$ cat src/rtl/xw_pkg.sv
package xw_pkg;
  typedef enum logic [1:0] {
    FLT_NONE = 2'd0,
    FLT_SEG  = 2'd1,
    FLT_PROT = 2'd2
  } fault_e;

  typedef enum logic [1:0] {
    WS_IDLE = 2'd0,
    WS_REQ  = 2'd1,
    WS_WAIT = 2'd2
  } walk_st_e;

  // Entry flag positions inside a page-table word
  localparam int FLAG_V = 0;
  localparam int FLAG_R = 1;
  localparam int FLAG_W = 2;

  function automatic logic perm_ok(input logic rd_ok, input logic wr_ok, input logic is_wr);
    return is_wr ? wr_ok : rd_ok;
  endfunction
endpackage

$ cat src/rtl/xw_tlb_array.sv
module xw_tlb_array #(
  parameter int ENTRIES = 8,
  parameter int VPN_W   = 20,
  parameter int PFN_W   = 20
) (
  input  logic             clk,
  input  logic             rst_n,
  input  logic             flush,
  input  logic [VPN_W-1:0] lk_vpn,
  output logic             lk_hit,
  output logic [PFN_W-1:0] lk_pfn,
  output logic             lk_r,
  output logic             lk_w,
  input  logic             ins_en,
  input  logic [VPN_W-1:0] ins_vpn,
  input  logic [PFN_W-1:0] ins_pfn,
  input  logic             ins_r,
  input  logic             ins_w
);
  localparam int IDX_W = (ENTRIES > 1) ? $clog2(ENTRIES) : 1;

  logic [ENTRIES-1:0] vld_q, vld_d, match;
  logic [VPN_W-1:0]   tag_q [ENTRIES];
  logic [PFN_W-1:0]   frm_q [ENTRIES];
  logic [ENTRIES-1:0] rd_q, wr_q;
  logic [IDX_W-1:0]   ptr_q, ptr_d;

  for (genvar i = 0; i < ENTRIES; i++) begin : g_ent
    assign match[i] = vld_q[i] && (tag_q[i] == lk_vpn);

    always_ff @(posedge clk) begin
      if (ins_en && (ptr_q == IDX_W'(i))) begin
        tag_q[i] <= ins_vpn;
        frm_q[i] <= ins_pfn;
        rd_q[i]  <= ins_r;
        wr_q[i]  <= ins_w;
      end
    end
  end

  always_comb begin
    lk_hit = |match;
    lk_pfn = '0;
    lk_r   = 1'b0;
    lk_w   = 1'b0;
    for (int i = 0; i < ENTRIES; i++) begin
      if (match[i]) begin
        lk_pfn = frm_q[i];
        lk_r   = rd_q[i];
        lk_w   = wr_q[i];
      end
    end
  end

  always_comb begin
    vld_d = vld_q;
    ptr_d = ptr_q;
    if (ins_en) begin
      vld_d[ptr_q] = 1'b1;
      ptr_d = (ptr_q == IDX_W'(ENTRIES - 1)) ? '0 : ptr_q + 1'b1;
    end
    if (flush) vld_d = '0;
  end

  always_ff @(posedge clk or negedge rst_n) begin
    if (!rst_n) begin
      vld_q <= '0;
      ptr_q <= '0;
    end else begin
      vld_q <= vld_d;
      ptr_q <= ptr_d;
    end
  end
endmodule

$ cat src/rtl/xw_walk_ctrl.sv
module xw_walk_ctrl
  import xw_pkg::*;
#(
  parameter int VA_W       = 32,
  parameter int PTE_W      = 32,
  parameter int PAGE_SHIFT = 12
) (
  input  logic                             clk,
  input  logic                             rst_n,
  input  logic                             req_valid,
  input  logic [VA_W-1:0]                  req_vaddr,
  input  logic                             req_write,
  input  logic [PTE_W-1:0]                 pt_base,
  output logic [VA_W-PAGE_SHIFT-1:0]       lk_vpn,
  input  logic                             lk_hit,
  input  logic [PTE_W-PAGE_SHIFT-1:0]      lk_pfn,
  input  logic                             lk_r,
  input  logic                             lk_w,
  output logic                             ins_en,
  output logic [VA_W-PAGE_SHIFT-1:0]       ins_vpn,
  output logic [PTE_W-PAGE_SHIFT-1:0]      ins_pfn,
  output logic                             ins_r,
  output logic                             ins_w,
  output logic                             busy,
  output logic                             mem_req,
  output logic [PTE_W-1:0]                 mem_addr,
  input  logic                             mem_rsp_valid,
  input  logic [PTE_W-1:0]                 mem_rsp_data,
  output logic                             rsp_valid,
  output logic [PTE_W-1:0]                 rsp_paddr,
  output fault_e                           rsp_fault
);
  localparam int PA_W  = PTE_W;
  localparam int VPN_W = VA_W - PAGE_SHIFT;

  walk_st_e        st_q, st_d;
  logic [VA_W-1:0] va_q, va_d;
  logic            wr_q, wr_d;
  logic            rv_q, rv_d;
  logic [PA_W-1:0] pa_q, pa_d;
  fault_e          ft_q, ft_d;
  logic            pte_unused;

  assign pte_unused = ^mem_rsp_data[PAGE_SHIFT-1:FLAG_W+1];

  assign lk_vpn   = req_vaddr[VA_W-1:PAGE_SHIFT];
  assign ins_vpn  = va_q[VA_W-1:PAGE_SHIFT];
  assign ins_pfn  = mem_rsp_data[PTE_W-1:PAGE_SHIFT];
  assign ins_r    = mem_rsp_data[FLAG_R];
  assign ins_w    = mem_rsp_data[FLAG_W];
  assign busy     = (st_q != WS_IDLE);
  assign mem_req  = (st_q == WS_REQ);
  assign mem_addr = pt_base + PA_W'({va_q[VA_W-1:PAGE_SHIFT], 2'b00});
  assign rsp_valid = rv_q;
  assign rsp_paddr = pa_q;
  assign rsp_fault = ft_q;

  always_comb begin
    st_d   = st_q;
    va_d   = va_q;
    wr_d   = wr_q;
    rv_d   = 1'b0;
    pa_d   = pa_q;
    ft_d   = ft_q;
    ins_en = 1'b0;
    unique case (st_q)
      WS_IDLE: begin
        if (req_valid) begin
          va_d = req_vaddr;
          wr_d = req_write;
          if (lk_hit) begin
            rv_d = 1'b1;
            if (perm_ok(lk_r, lk_w, req_write)) begin
              pa_d = {lk_pfn, req_vaddr[PAGE_SHIFT-1:0]};
              ft_d = FLT_NONE;
            end else begin
              pa_d = '0;
              ft_d = FLT_PROT;
            end
          end else begin
            st_d = WS_REQ;
          end
        end
      end
      WS_REQ: st_d = WS_WAIT;
      WS_WAIT: begin
        if (mem_rsp_valid) begin
          rv_d = 1'b1;
          st_d = WS_IDLE;
          if (!mem_rsp_data[FLAG_V]) begin
            pa_d = '0;
            ft_d = FLT_SEG;
          end else if (!perm_ok(mem_rsp_data[FLAG_R], mem_rsp_data[FLAG_W], wr_q)) begin
            pa_d = '0;
            ft_d = FLT_PROT;
          end else begin
            pa_d   = {mem_rsp_data[PTE_W-1:PAGE_SHIFT], va_q[PAGE_SHIFT-1:0]};
            ft_d   = FLT_NONE;
            ins_en = 1'b1;
          end
        end
      end
      default: st_d = WS_IDLE;
    endcase
  end

  always_ff @(posedge clk or negedge rst_n) begin
    if (!rst_n) begin
      st_q <= WS_IDLE;
      rv_q <= 1'b0;
      pa_q <= '0;
      ft_q <= FLT_NONE;
    end else begin
      st_q <= st_d;
      rv_q <= rv_d;
      pa_q <= pa_d;
      ft_q <= ft_d;
    end
  end

  always_ff @(posedge clk) begin
    if (st_q == WS_IDLE) begin
      va_q <= va_d;
      wr_q <= wr_d;
    end
  end
endmodule

$ cat src/rtl/xlat_cache_walker.sv
module xlat_cache_walker #(
  parameter int VA_W       = 32,
  parameter int PTE_W      = 32,
  parameter int PAGE_SHIFT = 12,
  parameter int ENTRIES    = 8
) (
  input  logic             clk,
  input  logic             rst_n,
  input  logic             flush,
  input  logic             req_valid,
  input  logic [VA_W-1:0]  req_vaddr,
  input  logic             req_write,
  input  logic [PTE_W-1:0] pt_base,
  output logic             busy,
  output logic             rsp_valid,
  output logic [PTE_W-1:0] rsp_paddr,
  output logic [1:0]       rsp_fault,
  output logic             mem_req,
  output logic [PTE_W-1:0] mem_addr,
  input  logic             mem_rsp_valid,
  input  logic [PTE_W-1:0] mem_rsp_data
);
  localparam int VPN_W = VA_W - PAGE_SHIFT;
  localparam int PFN_W = PTE_W - PAGE_SHIFT;

  logic [1:0] rst_sync_q;
  logic       rst_core_n;

  always_ff @(posedge clk or negedge rst_n) begin
    if (!rst_n) rst_sync_q <= 2'b00;
    else        rst_sync_q <= {rst_sync_q[0], 1'b1};
  end
  assign rst_core_n = rst_sync_q[1];

  logic [VPN_W-1:0] lk_vpn, ins_vpn;
  logic [PFN_W-1:0] lk_pfn, ins_pfn;
  logic             lk_hit, lk_r, lk_w, ins_en, ins_r, ins_w;
  xw_pkg::fault_e   fault;

  xw_tlb_array #(.ENTRIES(ENTRIES), .VPN_W(VPN_W), .PFN_W(PFN_W)) u_tlb (
    .clk(clk), .rst_n(rst_core_n), .flush(flush),
    .lk_vpn(lk_vpn), .lk_hit(lk_hit), .lk_pfn(lk_pfn), .lk_r(lk_r), .lk_w(lk_w),
    .ins_en(ins_en), .ins_vpn(ins_vpn), .ins_pfn(ins_pfn), .ins_r(ins_r), .ins_w(ins_w)
  );

  xw_walk_ctrl #(.VA_W(VA_W), .PTE_W(PTE_W), .PAGE_SHIFT(PAGE_SHIFT)) u_walk (
    .clk(clk), .rst_n(rst_core_n),
    .req_valid(req_valid), .req_vaddr(req_vaddr), .req_write(req_write), .pt_base(pt_base),
    .lk_vpn(lk_vpn), .lk_hit(lk_hit), .lk_pfn(lk_pfn), .lk_r(lk_r), .lk_w(lk_w),
    .ins_en(ins_en), .ins_vpn(ins_vpn), .ins_pfn(ins_pfn), .ins_r(ins_r), .ins_w(ins_w),
    .busy(busy), .mem_req(mem_req), .mem_addr(mem_addr),
    .mem_rsp_valid(mem_rsp_valid), .mem_rsp_data(mem_rsp_data),
    .rsp_valid(rsp_valid), .rsp_paddr(rsp_paddr), .rsp_fault(fault)
  );

  assign rsp_fault = fault;
endmodule

$ cat config.mk
export PLATFORM = sky130hd
export DESIGN_NAME = xlat_cache_walker
export DESIGN_NICKNAME = d
export VERILOG_FILES = /design/src/rtl/xw_pkg.sv /design/src/rtl/xw_tlb_array.sv /design/src/rtl/xw_walk_ctrl.sv /design/src/rtl/xlat_cache_walker.sv
export SDC_FILE = /design/constraint.sdc
export NUM_CORES = 1
export LEC_CHECK = 0
export CORE_ASPECT_RATIO = 1.1
export CORE_MARGIN = 4
export CORE_UTILIZATION = 62
export DETAILED_ROUTE_END_ITERATION = 8
export DONT_BUFFER_PORTS = 1
export GPL_ROUTABILITY_DRIVEN = 1
export PLACE_DENSITY = 0.78
export SKIP_CTS_REPAIR_TIMING = 1
export SLEW_MARGIN = 10
export SYNTH_ARGS = -nofsm -noshare
export SYNTH_HDL_FRONTEND = slang
export SYNTH_HIERARCHICAL = 1
export SYNTH_SLANG_ARGS = --single-unit
$ cat constraint.sdc
create_clock -name clk -period 3.9 [get_ports clk]
set_clock_uncertainty 0.2 [all_clocks]
set_input_delay 0.78 -clock clk [delete_from_list [all_inputs] [get_ports clk]]
set_output_delay 0.78 -clock clk [all_outputs]
set_load 0.05 [all_outputs]
==> metrics, run 1 <==
status=finished with violations; violated checks=setup timing; syn avg cell area=between 10 and 15 µm²; Port Buf Inserts=0; Synth top area share=between 50% and 60%; Syn Nets=around 1500; minimum clock period=between 4 and 5 ns; global route overflow=0; diode count=0; Hold Vio Cnt, Final=0; CTS sink cnt=~420; CP Max Fanout=5; CTS max path bufs=3; final net count=1568; Clock Pin Slew Worst Setup and Hold Paths=around 0.060 ns; FILL cells=between 1500 and 2000; post-route ant nets=0; critical path required time=between 2 and 3 ns; flop2flop setup slack=0.30 ns; clk_lat worst skew=around 0.54 ns; worst min-delay path class=reg2async; CP Depth=9; ys async rst share=11.9%; Initial Util=between 60 and 70%; vias in the first global route=about 12000; die width=174 µm; Worst setup SP type=flop; RSZ-0062 raised after global routing=yes; Residual DRC=0; io pins=approximately 170; final core occ=between 70% and 80%; post-synthesis instance area=approximately 19000 µm²; maxcap violations=0; Rows=66; Crit. End Element=output pin; yosys warns=6; register area share after synthesis=between 60% and 70%; Clock Tree Root=clkbuf_16; DRT Wirelength=47.1 mm; CP bufs+invs=1; P per Cell Area=561 nW/µm²; library cells used by synthesis=67; Setup violations, final=9; Critical-path top delay cell=or4_4; fmax=roughly 0.24 GHz; Die H=191 µm; largest net degree at the start of global routing=47; Mapped Cells=1417; crit-path cells=ha_1 -> a21oi_1 -> o21ai_0 -> or4_4 -> a221o_1 -> a31oi_4 -> nand2b_4 -> xnor2_2 -> clkbuf_16; DP Area=between 15000 and 20000 µm²; post-synth top area cell=edfxtp_1; ranking of synthesized cells by area=edfxtp_1 59%, dfrtp_1 6.6%, xnor2_1 5.2%; DRT iter0 DRCs=1322; die area=approximately 33000 µm²; Tot GR Track Use=roughly 28%; crit share post-route=107%; final std cells w/o fill=roughly 1900; Pre-antenna DRT Iters=5; P&R area growth vs syn=13.2%; crit-path max cell delay=0.44 ns; wire length per cell=25.1 µm; fin area=roughly 21000 µm²; Num CTS Buffers=about 40; Slew Limit Fails=0; worst slew pin tran=between 1 and 1.5 ns; initial antenna violation count=0; leak pwr=7.23 nW; flops & latches, synth=419; DP Cell Count=between 1500 and 2000; gpl congestion=0.853; number of synthesized flops with an enable pin=about 370; CTS tree=done; H-tree levels=2; Max VDD drop=577 µV; crit path DAT=3.21 ns; share of cells above drive strength 1=about 17%; worst rel slew slack=24.6%; Top FF cell, synth=edfxtp_1; Vias=roughly 12000; Reg2Reg Depth=12; Placeable Area=approximately 30000 µm²; Final HPWL DP=between 20 and 30 mm; CP top delay family=compound AO/OA/AOI/OAI gates; first-pass GRT wire length=between 70 and 80 mm; Crit Path Category=reg2out; worst setup margin=-0.292 ns; Via-to-Cell Ratio=6.47
==> synth_stat cells, types with 3 or more instances <==
library cell,instances
a21o_1,5
a21oi_1,53
a22oi_1,32
a311oi_1,21
a31oi_1,6
and2_1,9
and3_1,35
buf_2,23
buf_4,70
buf_6,5
clkbuf_1,50
dfrtp_1,50
edfxtp_1,369
ha_1,26
inv_1,20
nand2_1,84
nand2b_1,7
nand3_1,32
nand4_1,51
nor2_1,83
nor2b_1,8
nor3_1,26
nor4_1,17
o21a_1,4
o21ai_0,32
o21ai_1,22
o21bai_1,3
o221ai_1,20
o311a_1,3
o311ai_1,20
o31ai_1,4
or2_1,3
xnor2_1,112
xor2_1,67
==> routing by layer <==
layer | wire length [µm] | part of all wire [%] | up-vias | global-route usage (%)
met3 | 4550 | 9.6 | 138 | 5.53
li1 | - | - | 5279 | -
met5 | 0 | 0 | - | 0
met1 | 16800 | 36 | 5976 | 34.6
met4 | 1710 | 3.6 | 0 | 10.1
met2 | 24100 | 51 | 755 | 47.7
==> through the flow <==
step           TNS [ns]  power, mW  setup slack [ns]  hold slack, ns
3_5_place_dp     -0.185       8.23           -0.0607          0.0604
5_1_grt           -3.24       12.4            -0.374          0.0927
6_report          -1.58       12.0            -0.292          0.0435
2_1_floorplan         0       7.64            0.0129           0.131
4_1_cts           -2.39       11.8            -0.229          -0.273
3_3_place_gp          0       8.16            0.0123          0.0595
==> layout make-up <==
| class | instances | area (µm²) | share of cell area (%) |
|---|---|---|---|
| multi-input combinational | 828 | 5920 | 27.8 |
| clock inverter | 15 | 90.1 | 0.423 |
| timing repair buffer | 129 | 1240 | 5.83 |
| inverter | 20 | 75.1 | 0.352 |
| clock buffer | 60 | 1150 | 5.39 |
| sequential | 419 | 12300 | 57.9 |
| tap | 408 | 510 | 2.39 |
==> registers in the layout, summed over array words and instances, names as in the netlist <==
signal / count
u_walk/rsp_paddr: 32
u_tlb/ptr_q: 3
u_walk/wr_q: 1
u_walk/va_q: 32
u_tlb/vld_q: 8
rst_sync_q: 2
u_walk/st_q: 2
u_tlb/frm_q: 160
u_tlb/rd_q: 8
u_tlb/wr_q: 8
u_tlb/tag_q: 160
u_walk/rsp_valid: 1
u_walk/rsp_fault: 2
==> cell usage in the layout (no fill, tap or decap), types with 16 or more instances in the layout <==
cell       count
a21oi_1       49
a22oi_1       32
a311oi_1      20
and3_1        32
buf_12        18
buf_4        105
clkbuf_16     44
dfrtp_1       49
edfxtp_1     369
inv_1         19
nand2_1       82
nand3_1       32
nand4_1       51
nor2_1        80
nor3_1        26
nor4_1        16
o21ai_0       31
o21ai_1       21
o221ai_1      20
o311ai_1      20
xnor2_1      103
xor2_1        64
==> worst register-to-register path, cell delays in order (launching register included) <==
cell and delay [ns]:
edfxtp_1 0.39, xnor2_1 0.22, nand4_1 0.29, nor4_4 0.41, and3_2 0.29, o311ai_1 0.14, a311oi_1 0.47, o21ai_1 0.14
mux2i_1 0.24, nor2_2 0.14, buf_12 0.19, a22oi_1 0.21, a21oi_1 0.13
==> power by group <==
group	switching [mW]	total (mW)	internal [mW]
registers	0.920	6.21	5.29
clock network	1.61	3.66	2.05
logic	1.28	2.08	0.804
total	3.81	12.0	8.15
==> cells by family after synthesis <==
kind of cell / Yosys count / synth area share, %
muxes: 3 / 0.166
buffers and inverters: 170 / 5.13
adders and majority gates: 27 / 1.83
DFF: 419 / 65.5
xor gates and xnor gates: 179 / 8.32
AOI/OAI and AO/OA: 250 / 9.16
and+or+nand+nor: 368 / 9.90
other: 1 / 0.0199
==> worst paths after layout <==
path,startpoint,end
max reg2reg,u_tlb/tag_q[0][36],u_walk/rsp_paddr[6]
max,u_walk/va_q[30],mem_addr[29]
max in group asynchronous,rst_sync_q[1],u_walk/rsp_paddr[26]
min in group clk,flush,u_tlb/vld_q[4]
min reg2reg,rst_sync_q[1],u_walk/rsp_paddr[0]
min,rst_sync_q[1],u_walk/rsp_paddr[0]
(Power assumes the default switching activity.)
==> run 2, diff against run 1 <==
--- a/config.mk
+++ b/config.mk
@@ -12,6 +12,7 @@
 export DONT_BUFFER_PORTS = 1
 export GPL_ROUTABILITY_DRIVEN = 1
 export PLACE_DENSITY = 0.78
+export SETUP_SLACK_MARGIN = 0.15
 export SKIP_CTS_REPAIR_TIMING = 1
 export SLEW_MARGIN = 10
 export SYNTH_ARGS = -nofsm -noshare
==> constraint.sdc (replaced) <==
create_clock -name clk -period 3.9 [get_ports clk]
set_clock_uncertainty 0.2 [all_clocks]
set_input_delay 0.585 -clock clk [delete_from_list [all_inputs] [get_ports clk]]
set_output_delay 0.585 -clock clk [all_outputs]
set_load 0.05 [all_outputs]
==> run 2 against run 1 <==
  * The run still ends with setup timing left
  * Sequential cell count is the same
  * Global-route usage is 0.27 points lower
  * Via count rose by 2.0%
  * Sequential share of layout area shrank 1.2 points
  * Final area rose by 2.1%
  * Combinational power decreased by 2%
  * Hold slack got worse by 0.019 ns
  * Die area unchanged
  * Clock power grew 17%
  * First-iteration DRC count up 8.0%
==> metrics, run 2 (same netlist as run 1, synthesis figures left out) <==
status=finished with violations; violated checks=setup timing; Setup violations, final=7 (-2); FILL cells=1780 (-3.9%); DP Cell Count=1765 (-1.6%); Placeable Area=29800 µm² (unchanged); final core occ=73.0% (+1.5 points); overall power=12.5 mW (+4.7%); Initial Util=63.2% (unchanged); first-pass GRT wire length=69.5 mm (-1.1%); RSZ-0062 raised after global routing=yes; CTS tree=done; Worst setup SP type=flop; share of cells above drive strength 1=15.7% (-1.7 points); Port Buf Inserts=0 (unchanged); final std cells w/o fill=1916 (+2.0%); final net count=1605 (+2.4%); P per Cell Area=575 nW/µm² (+2.5%); DRT Wirelength=48.7 mm (+3.3%); Max VDD drop=461 µV (-20%); vias in the first global route=12000 (-2.4%); worst setup margin=-0.130 ns (+0.162 ns); Rows=66 (unchanged); critical path required time=3.12 ns (+0.20 ns); leak pwr=7.42 nW (+2.6%); maxcap violations=0 (unchanged); crit path DAT=3.24 ns (+0.03 ns); fin area=21800 µm² (+2.1%); io pins=171 (unchanged); Tot GR Track Use=27.2% (-0.27 points); most frequent cells in the layout=369 x edfxtp_1, 108 x xnor2_1, 93 x buf_4; WHS=0.0240 ns (-0.0195 ns); worst rel slew slack=21.7% (-2.9 points); Final HPWL DP=29.6 mm (-0.42%); Die H=191 µm (unchanged); global route overflow=0 (unchanged); die area=33200 µm² (unchanged); CTS max path bufs=3 (unchanged); Pre-antenna DRT Iters=6 (+1); clk_lat worst skew=0.53 ns (about the same); post-route ant nets=0 (unchanged); worst min-delay path class=in2reg; DRT iter0 DRCs=1428 (+8.0%); crit share post-route=103% (-4.2 points); Hold Vio Cnt, Final=0 (unchanged); Crit. End Element=output pin; CTS sink cnt=419 (unchanged); leading cell type in the layout, fill and taps excluded=edfxtp_1; largest net degree at the start of global routing=49 (+4.3%); wire length per cell=25.4 µm (+1.3%); diode count=0 (unchanged); DP Area=19300 µm² (-2.0%); die width=174 µm (unchanged); fmax=0.248 GHz (+4.0%); P&R area growth vs syn=15.5%; Slew Limit Fails=0 (unchanged); Clock Tree Root=clkbuf_16; Residual DRC=0 (unchanged); Via-to-Cell Ratio=6.47 (about the same); initial antenna violation count=0 (unchanged); gpl congestion=0.866 (+1.5%); Vias=12400 (+2.0%); Crit Path Category=reg2out; minimum clock period=4.03 ns (-0.162 ns); worst slew pin tran=1.17 ns (+0.0433 ns); H-tree levels=2 (unchanged); Num CTS Buffers=41 (unchanged); Clock Pin Slew Worst Setup and Hold Paths=0.06 ns (about the same); CP Max Fanout=5 (unchanged); Largest regs=u_tlb/frm_q: 160 flops, u_tlb/tag_q: 160 flops
-- run 2: cell count changes in the layout (fill, tap and decap cells not counted), sizes merged --
| cell | change |
|---|---|
| clkinvlp | -2 |
| dlygate4sd3 | +56 |
| clkbuf | -9 |
| bufinv | +9 |
| buf | -17 |
-- run 2: metal layers --
metal	share of wire, %	track usage [%]	wire length, µm	vias to the layer above
met1	35	33.3	17000	6089
met3	9.5	6.37	4600	151
met5	0	0	0	-
li1	-	-	-	5367
met4	4.0	10.4	1960	0
met2	52	47.5	25100	784
-- run 2: power breakdown --
part,switching (mW),total [mW],internal (mW),leakage (nW)
clock,1.63,4.27,2.64,0.717
sequential,0.914,6.21,5.29,3.94
combinational,1.31,2.04,0.736,2.76
total,3.85,12.5,8.67,7.42
-- run 2: metrics by stage --
stage                     setup TNS, ns  worst slack, ns
after floorplan                       0            0.166
after global placement                0            0.303
after detailed placement              0            0.256
after CTS                         -3.08           -0.295
final                            -0.583           -0.130
after global routing              -1.33           -0.194
-- run 2: layout make-up --
type,instances,area [µm²],share of cell area [%]
tap,408,510,2.35
multi-input combinational,828,5840,26.8
sequential,419,12300,56.7
clock buffer,53,1120,5.16
clock inverter,22,342,1.57
inverter,20,75.1,0.345
timing repair buffer,166,1550,7.10
-- run 2: final timing paths --
check,startpoint,end,slack [ns],cells after the start
worst max-delay path,u_walk/va_q[26],mem_addr[27],-0.13,9
worst min-delay path,mem_rsp_valid,u_walk/st_q[1],0.02,2
worst max register to register,u_tlb/tag_q[1][35],u_walk/rsp_paddr[29],0.46,12
worst min register to register,rst_sync_q[0],rst_sync_q[1],0.16,0
max in group asynchronous,rst_sync_q[1],u_walk/rsp_paddr[26],2.84,1
min in group asynchronous,rst_n,rst_sync_q[0],0.08,1
-- run 2: critical path, stage by stage (launching register included) --
cell and delay, ns:
edfxtp_1 0.50, ha_4 0.31, a21oi_4 0.14, o21ai_2 0.09, or4_1 0.53, a221o_1 0.37, a31oi_4 0.28, nand2b_4 0.19
xnor2_2 0.12, buf_6 0.18
